==> src/rtl/sdr_seq_pkg.sv <==
// Shared types for the SDRAM bring-up sequencer.
// Assumes a command word ordered {cs_n, ras_n, cas_n, we_n}.
package sdr_seq_pkg;

    typedef enum logic [3:0] {
        CMD_LMR  = 4'b0000,
        CMD_AREF = 4'b0001,
        CMD_PRE  = 4'b0010,
        CMD_NOP  = 4'b0111
    } sdr_cmd_e;

    typedef enum logic [2:0] {
        ST_PWRUP,
        ST_PRE,
        ST_AREF,
        ST_LMR,
        ST_RUN
    } seq_state_e;

    localparam int unsigned ALL_BANK_BIT = 10;

    // Pack mode-register fields into the address word (upper bits zero).
    function automatic logic [15:0] pack_mode(input logic [2:0] burst_code,
                                              input logic       interleave,
                                              input logic [2:0] cas_lat,
                                              input logic       single_wr);
        logic [15:0] w;
        w        = '0;
        w[2:0]   = burst_code;
        w[3]     = interleave;
        w[6:4]   = cas_lat;
        w[9]     = single_wr;
        return w;
    endfunction

    // Reload value for a minimum-gap counter; a gap of 0 acts as 1.
    function automatic logic [3:0] gap_reload(input logic [3:0] gap);
        return (gap == 4'd0) ? 4'd0 : gap - 4'd1;
    endfunction

endpackage

==> src/rtl/sdr_gap_timer.sv <==
// Down-counter that enforces the minimum spacing after a command.
// Assumes: load has priority; idle is high when the count has reached zero.
module sdr_gap_timer #(
    parameter int unsigned WAIT_W = 20
) (
    input  logic              clk,
    input  logic              rst_n,
    input  logic              load,
    input  logic [WAIT_W-1:0] load_val,
    output logic              idle
);
    logic [WAIT_W-1:0] cnt_q;

    // Load a fresh wait or count the current one down to zero.
    always_ff @(posedge clk) begin
        if (!rst_n)
            cnt_q <= '0;
        else if (load)
            cnt_q <= load_val;
        else if (cnt_q != '0)
            cnt_q <= cnt_q - 1'b1;
    end

    assign idle = (cnt_q == '0);
endmodule

==> src/rtl/sdr_refi_timer.sv <==
// Refresh interval timer: after start it expires every 'interval' cycles,
// reloading itself, and keeps a pending request until it is served.
// Assumes: an interval of 0 acts as 1; overrun is sticky until reset.
module sdr_refi_timer #(
    parameter int unsigned REFI_W = 16
) (
    input  logic              clk,
    input  logic              rst_n,
    input  logic              start,
    input  logic [REFI_W-1:0] interval,
    input  logic              service,
    output logic              pending,
    output logic              overrun
);
    logic              run_q;
    logic [REFI_W-1:0] cnt_q;
    logic [REFI_W-1:0] reload;
    logic              expire;

    assign reload = (interval == '0) ? '0 : interval - 1'b1;
    assign expire = run_q && (cnt_q == '0);

    // Interval counter with reload on every expiry.
    always_ff @(posedge clk) begin
        if (!rst_n) begin
            run_q <= 1'b0;
            cnt_q <= '0;
        end else if (start) begin
            run_q <= 1'b1;
            cnt_q <= reload;
        end else if (expire) begin
            cnt_q <= reload;
        end else if (run_q) begin
            cnt_q <= cnt_q - 1'b1;
        end
    end

    // Pending request and sticky overrun flag.
    always_ff @(posedge clk) begin
        if (!rst_n) begin
            pending <= 1'b0;
            overrun <= 1'b0;
        end else begin
            pending <= (pending && !service) || expire;
            if (expire && pending && !service)
                overrun <= 1'b1;
        end
    end
endmodule

==> src/rtl/sdr_cmd_drive.sv <==
// Registered SDRAM pin driver: turns a command code plus address into
// the pin levels on the next edge. CKE is set once and held.
module sdr_cmd_drive #(
    parameter int unsigned ROW_W  = 13,
    parameter int unsigned BANK_W = 2
) (
    input  logic                    clk,
    input  logic                    rst_n,
    input  logic                    cke_set,
    input  sdr_seq_pkg::sdr_cmd_e   cmd_in,
    input  logic [ROW_W-1:0]        addr_in,
    output logic                    sd_cke,
    output logic                    sd_cs_n,
    output logic                    sd_ras_n,
    output logic                    sd_cas_n,
    output logic                    sd_we_n,
    output logic [BANK_W-1:0]       sd_ba,
    output logic [ROW_W-1:0]        sd_addr
);
    import sdr_seq_pkg::*;

    sdr_cmd_e cmd_q;

    // Register command, address and clock enable onto the pins.
    always_ff @(posedge clk) begin
        if (!rst_n) begin
            sd_cke  <= 1'b0;
            cmd_q   <= CMD_NOP;
            sd_addr <= '0;
        end else begin
            sd_cke  <= sd_cke | cke_set;
            cmd_q   <= cmd_in;
            sd_addr <= addr_in;
        end
    end

    assign {sd_cs_n, sd_ras_n, sd_cas_n, sd_we_n} = cmd_q;
    assign sd_ba = '0;
endmodule

==> src/rtl/sdr_bringup_seq.sv <==
// SDRAM power-up and refresh command sequencer (top).
// Runs: CKE high, power-up wait, PRECHARGE ALL, INIT_REFRESHES x
// AUTO REFRESH, LOAD MODE, then periodic refresh from an interval timer.
// Assumes: configuration inputs are stable from reset release onward;
// ROW_W >= 11 so that A10 and the mode word fit.
module sdr_bringup_seq #(
    parameter int unsigned PWRUP_CLKS     = 1000000,
    parameter int unsigned INIT_REFRESHES = 8,
    parameter int unsigned ROW_W          = 13,
    parameter int unsigned BANK_W         = 2,
    parameter int unsigned GAP_W          = 4,
    parameter int unsigned REFI_W         = 16
) (
    input  logic              clk,
    input  logic              rst_n,
    input  logic [GAP_W-1:0]  cfg_rp_gap,
    input  logic [GAP_W-1:0]  cfg_rfc_gap,
    input  logic [GAP_W-1:0]  cfg_mrd_gap,
    input  logic [REFI_W-1:0] cfg_refi,
    input  logic [2:0]        cfg_burst_code,
    input  logic              cfg_interleave,
    input  logic [2:0]        cfg_cas_lat,
    input  logic              cfg_single_wr,
    output logic              sd_cke,
    output logic              sd_cs_n,
    output logic              sd_ras_n,
    output logic              sd_cas_n,
    output logic              sd_we_n,
    output logic [BANK_W-1:0] sd_ba,
    output logic [ROW_W-1:0]  sd_addr,
    output logic              ready,
    output logic              refresh_overrun
);
    import sdr_seq_pkg::*;

    localparam int unsigned PW_W   = $clog2(PWRUP_CLKS + 1);
    localparam int unsigned WAIT_W = (PW_W > GAP_W) ? PW_W : GAP_W;
    localparam int unsigned RC_W   = $clog2(INIT_REFRESHES + 1);
    localparam logic [WAIT_W-1:0] PWRUP_RELOAD = WAIT_W'(PWRUP_CLKS - 1);

    seq_state_e        state_q;
    logic [RC_W-1:0]   refs_left_q;
    logic              ready_q;

    sdr_cmd_e          cmd_d;
    logic [ROW_W-1:0]  addr_d;
    logic              cke_set;
    logic              gap_load;
    logic [WAIT_W-1:0] gap_val;
    logic              gap_idle;
    logic              refi_start;
    logic              refi_service;
    logic              refi_pending;
    logic [15:0]       mode_word;
    logic [ROW_W-1:0]  pre_all_addr;

    assign mode_word    = pack_mode(cfg_burst_code, cfg_interleave, cfg_cas_lat, cfg_single_wr);
    assign pre_all_addr = ROW_W'(1) << ALL_BANK_BIT;

    // Choose the command for this cycle and the wait that follows it.
    always_comb begin
        cmd_d        = CMD_NOP;
        addr_d       = '0;
        cke_set      = 1'b0;
        gap_load     = 1'b0;
        gap_val      = '0;
        refi_start   = 1'b0;
        refi_service = 1'b0;
        case (state_q)
            ST_PWRUP: begin
                cke_set  = 1'b1;
                gap_load = 1'b1;
                gap_val  = PWRUP_RELOAD;
            end
            ST_PRE: if (gap_idle) begin
                cmd_d    = CMD_PRE;
                addr_d   = pre_all_addr;
                gap_load = 1'b1;
                gap_val  = WAIT_W'(gap_reload(cfg_rp_gap));
            end
            ST_AREF: if (gap_idle) begin
                cmd_d    = CMD_AREF;
                gap_load = 1'b1;
                gap_val  = WAIT_W'(gap_reload(cfg_rfc_gap));
            end
            ST_LMR: if (gap_idle) begin
                cmd_d      = CMD_LMR;
                addr_d     = mode_word[ROW_W-1:0];
                gap_load   = 1'b1;
                gap_val    = WAIT_W'(gap_reload(cfg_mrd_gap));
                refi_start = 1'b1;
            end
            ST_RUN: if (gap_idle && refi_pending) begin
                cmd_d        = CMD_AREF;
                gap_load     = 1'b1;
                gap_val      = WAIT_W'(gap_reload(cfg_rfc_gap));
                refi_service = 1'b1;
            end
            default: cmd_d = CMD_NOP;
        endcase
    end

    // Advance the bring-up script and count the init refreshes.
    always_ff @(posedge clk) begin
        if (!rst_n) begin
            state_q     <= ST_PWRUP;
            refs_left_q <= '0;
        end else begin
            case (state_q)
                ST_PWRUP: state_q <= ST_PRE;
                ST_PRE: if (gap_idle) begin
                    state_q     <= ST_AREF;
                    refs_left_q <= RC_W'(INIT_REFRESHES);
                end
                ST_AREF: if (gap_idle) begin
                    refs_left_q <= refs_left_q - 1'b1;
                    if (refs_left_q == RC_W'(1))
                        state_q <= ST_LMR;
                end
                ST_LMR: if (gap_idle) state_q <= ST_RUN;
                default: state_q <= state_q;
            endcase
        end
    end

    // Sticky ready once the load-mode gap has elapsed.
    always_ff @(posedge clk) begin
        if (!rst_n)
            ready_q <= 1'b0;
        else if (state_q == ST_RUN && gap_idle)
            ready_q <= 1'b1;
    end

    assign ready = ready_q;

    sdr_gap_timer #(.WAIT_W(WAIT_W)) i_gap (
        .clk      (clk),
        .rst_n    (rst_n),
        .load     (gap_load),
        .load_val (gap_val),
        .idle     (gap_idle)
    );

    sdr_refi_timer #(.REFI_W(REFI_W)) i_refi (
        .clk      (clk),
        .rst_n    (rst_n),
        .start    (refi_start),
        .interval (cfg_refi),
        .service  (refi_service),
        .pending  (refi_pending),
        .overrun  (refresh_overrun)
    );

    sdr_cmd_drive #(.ROW_W(ROW_W), .BANK_W(BANK_W)) i_drive (
        .clk      (clk),
        .rst_n    (rst_n),
        .cke_set  (cke_set),
        .cmd_in   (cmd_d),
        .addr_in  (addr_d),
        .sd_cke   (sd_cke),
        .sd_cs_n  (sd_cs_n),
        .sd_ras_n (sd_ras_n),
        .sd_cas_n (sd_cas_n),
        .sd_we_n  (sd_we_n),
        .sd_ba    (sd_ba),
        .sd_addr  (sd_addr)
    );
endmodule

==> config.mk <==
export PLATFORM = sky130hd
export DESIGN_NAME = sdr_bringup_seq
export DESIGN_NICKNAME = d
export VERILOG_FILES = /design/src/rtl/sdr_seq_pkg.sv /design/src/rtl/sdr_gap_timer.sv /design/src/rtl/sdr_refi_timer.sv /design/src/rtl/sdr_cmd_drive.sv /design/src/rtl/sdr_bringup_seq.sv
export SDC_FILE = /design/constraint.sdc
export NUM_CORES = 1
export LEC_CHECK = 0
export BUFFER_PORTS_ARGS = -buffer_cell sky130_fd_sc_hd__buf_2
export CORE_MARGIN = 5
export CORE_UTILIZATION = 44
export DETAILED_ROUTE_END_ITERATION = 10
export PLACE_DENSITY = 0.71
export SYNTH_ARGS = -nofsm -noshare
export SYNTH_HDL_FRONTEND = slang
export SYNTH_SLANG_ARGS = --single-unit
export TNS_END_PERCENT = 1
==> constraint.sdc <==
create_clock -name clk -period 2.8 [get_ports clk]
set_input_delay 0.42 -clock clk [delete_from_list [all_inputs] [get_ports clk]]
set_output_delay 0.42 -clock clk [all_outputs]
set_load 0.02 [all_outputs]
==> results_dict.tcl <==
set metrics [dict create \
    ant_nets 0 \
    required_ns 3.06 \
    wirelength_mm 9.10 \
    setup_viol 0 \
    hold_end "i_drive.sd_addr[2]$_SDFF_PN0_" \
    grt_pass1_vias 3239 \
    startpoint_type "flip-flop" \
    slowest_stage "nor4_4" \
    wl_per_cell_um 14.6 \
    postCtsSetupBuffers 0 \
    min_period_ns 2.60 \
    grt.total_usage_pct 18.4 \
    synth_compound_area_share_pct 17.3 \
    antenna_cells 0 \
    synthMuxAreaShare_pct 1.13 \
    hold_start "cfg_burst_code[2]" \
    initial_utilization_pct 44.8 \
    hold_buffers 0 \
    ctsResizeCount 0 \
    clock-sinks 60 \
    gp_congestion 0.918 \
    antenna_found_initial 0 \
    crit_path_start "i_gap.cnt_q[0]$_SDFFE_PN0P_" \
    die_x_um 101 \
    cp_cell_sequence "inv_1 > ha_1 > nor4b_2 > nand2_1 > nor4_4 > o21ai_0 > a211o_1 > o22ai_1" \
    arrival_ns 2.87 \
    slew_headroom_pct 52.7 \
    postSynthCellCount 461 \
    fin_crit_sh_pct 93.0 \
    synth_area_um2 3640 \
    drv_slew 0 \
    crit_family "simple AND/OR/NAND/NOR gates" \
    dp_cells 606 \
    min_path_cells 2 \
    critical_path.max_stage_delay_ns 0.62 \
    r2r_start "i_gap.cnt_q[0]$_SDFFE_PN0P_" \
    drc 0 \
    hold_viol 0 \
    synth.avg_cell_area_um2 7.90 \
    outcome "finished, final reports clean" \
    nNetsFinal 563 \
    layout-drive-gt1-share_pct 16.2 \
    io_buffers 52 \
    synth_seq_cells 60 \
    skew_ns 0.00717 \
    peakVddDrop_mv 0.231 \
    ys.flop_type "dfxtp_1" \
    clk_latency_ns 0.34 \
    synth_edf_count 0 \
    io_pins 60 \
    syn_to_final_growth_pct 15.3 \
    grt_max_degree 31 \
    dieArea_um2 10200 \
    cts_buffers 9 \
    fin_cells 622 \
    drtIter0Drc 262 \
    first_pass_iters 7 \
    worstSetupPathType "flip-flop to flip-flop" \
    floorplan.rows 33 \
    fin_setup_tns_ns 0 \
    drv_cap 0 \
    powerDensity_nw_per_um2 470 \
    synth_warnings 0 \
    timing.fmax_mhz 384 \
    synth-seq-area-share_pct 33.0 \
    grt_pass1_wl_mm 15.3 \
    path_max_fanout 10 \
    placed_cell_area_um2 3980 \
    vias 3531 \
    gr-total-overflow 0 \
    synth_top_family_by_area "simple AND/OR/NAND/NOR gates" \
    yosysUniqueCellTypes 63 \
    stdcell_area_um2 4200 \
    cts.htree.levels 3 \
    root_buffer "clkbuf_8" \
    routed_via_density 5.68 \
    core_um2 8130 \
    grt_setup_unrepaired "false" \
    cts_tree "done" \
    synthSimpleGateAreaFrac_pct 31.1 \
    r2r_end "i_refi.cnt_q[15]$_SDFFE_PN0P_" \
    cts_buffer_depth 2 \
    async_flop_share_pct 0 \
    die-height_um 101 \
    p_total_w 0.00197 \
    clk_pin_slew_worst_paths_ns 0.06 \
    reg2reg_depth 8 \
    synth-xor-area-share_pct 7.21 \
    cp_num_buf_inv 1 \
    tightestPinTransition_ns 0.709 \
    min_path_type "primary input to flip-flop" \
    p_leak_nw 1.70 \
    yosys.area_share.adder_pct 4.47 \
    r2r_slack_ns 0.20 \
    dp_hpwl_mm 6.75 \
    hold_slack_ns 0.310 \
    cp-end-kind "flip-flop" \
]
[cells by family (layout without fill, tap and decap cells)]
group / after synthesis / in the layout
and+or+nand+nor: 211 / 211
xor gates and xnor gates: 30 / 30
muxes: 4 / 4
adders and majority gates: 13 / 13
AOI/OAI and AO/OA: 97 / 97
DFF: 60 / 60
buffers and inverters: 45 / 95
other: 1 / 7
[state kept, by name, indices dropped and copies added (netlist names)]
register / count
i_drive.cmd_q: 3
i_drive.sd_addr: 9
i_drive.sd_cke: 1
i_gap.cnt_q: 20
i_refi.cnt_q: 16
i_refi.overrun: 1
i_refi.pending: 1
i_refi.run_q: 1
ready: 1
refs_left_q: 4
state_q: 3
[metal layers]
| metal | GRT usage [%] | part of all wire, % | vias to the layer above |
|---|---|---|---|
| met4 | 5.11 | 1.1 | 0 |
| met1 | 26.6 | 49 | 1623 |
| li1 | - | - | 1746 |
| met5 | 0 | 0 | - |
| met2 | 27.5 | 42 | 153 |
| met3 | 3.74 | 8.2 | 9 |
[per-stage QoR]
stage / worst slack (ns) / utilization [%]
finish: 0.196 / 51.6
global route: 0.0291 / 51.6
CTS: 0.228 / 51.6
detailed placement: 0.276 / 48.9
global placement: 0.421 / 48.9
floorplan: 0.719 / -
[cell usage after synthesis (9+ instances only)]
master    number  area [µm²]
dfxtp_1       60        1200
nor2_1        56         210
nand2_1       39         146
nor3_1        33         165
o21ai_0       29         145
a21oi_1       21         105
xnor2_1       21         184
inv_1         19        71.3
nand3_1       17        85.1
clkbuf_1      14        52.6
ha_1          13         163
and3_1        12        75.1
nor4_1        12        75.1
o21a_1         9        67.6
xor2_1         9        78.8
[how the worst max path moves through the flow]
stage | endpoint | slack [ns] | depth (start not counted)
2_1_floorplan | refs_left_q[2]$_SDFFE_PN0P_ | 0.72 | 8
3_3_place_gp | i_refi.cnt_q[15]$_SDFFE_PN0P_ | 0.42 | 8
3_5_place_dp | i_refi.cnt_q[15]$_SDFFE_PN0P_ | 0.28 | 8
4_1_cts | i_refi.cnt_q[15]$_SDFFE_PN0P_ | 0.23 | 8
5_1_grt | i_refi.cnt_q[15]$_SDFFE_PN0P_ | 0.03 | 8
6_report | i_refi.cnt_q[15]$_SDFFE_PN0P_ | 0.20 | 8
[layout by cell type (no fill, tap or decap), types with 4 or more instances in the layout]
| cell type | count |
|---|---|
| o221ai_1 | 4 |
| nor3_1 | 33 |
| conb_1 | 7 |
| o22ai_1 | 5 |
| and3_1 | 12 |
| a21oi_1 | 21 |
| ha_1 | 13 |
| nand2_1 | 39 |
| xnor2_1 | 21 |
| nor4_1 | 12 |
| buf_2 | 52 |
| buf_4 | 8 |
| dfxtp_1 | 60 |
| inv_1 | 19 |
| nand3_1 | 17 |
| o21ai_0 | 29 |
| nor2_1 | 56 |
| a211oi_1 | 4 |
| o21a_1 | 9 |
| nand4_1 | 4 |
| xor2_1 | 9 |
| clkbuf_8 | 10 |
| nor4b_1 | 4 |
| or3_1 | 5 |
[power by group]
part	total, W	switching [W]	leakage [nW]	internal [W]
Combinational	0.000218	0.000129	1.11	0.0000890
Sequential	0.000897	0.0000231	0.488	0.000874
Clock	0.000858	0.000333	0.107	0.000525
Total	0.00197	0.000486	1.70	0.00149
[area by class of cell]
| cell class | count | area, µm² |
|---|---|---|
| fillers | 754 | 3940 |
| flip-flops and latches | 60 | 1200 |
| clock buffers | 12 | 145 |
| clock inverters | 4 | 72.6 |
| inverters | 19 | 71.3 |
| well taps | 105 | 131 |
| repair buffers | 60 | 320 |
| multi-input cells | 362 | 2260 |
(Power assumes the default switching activity.)
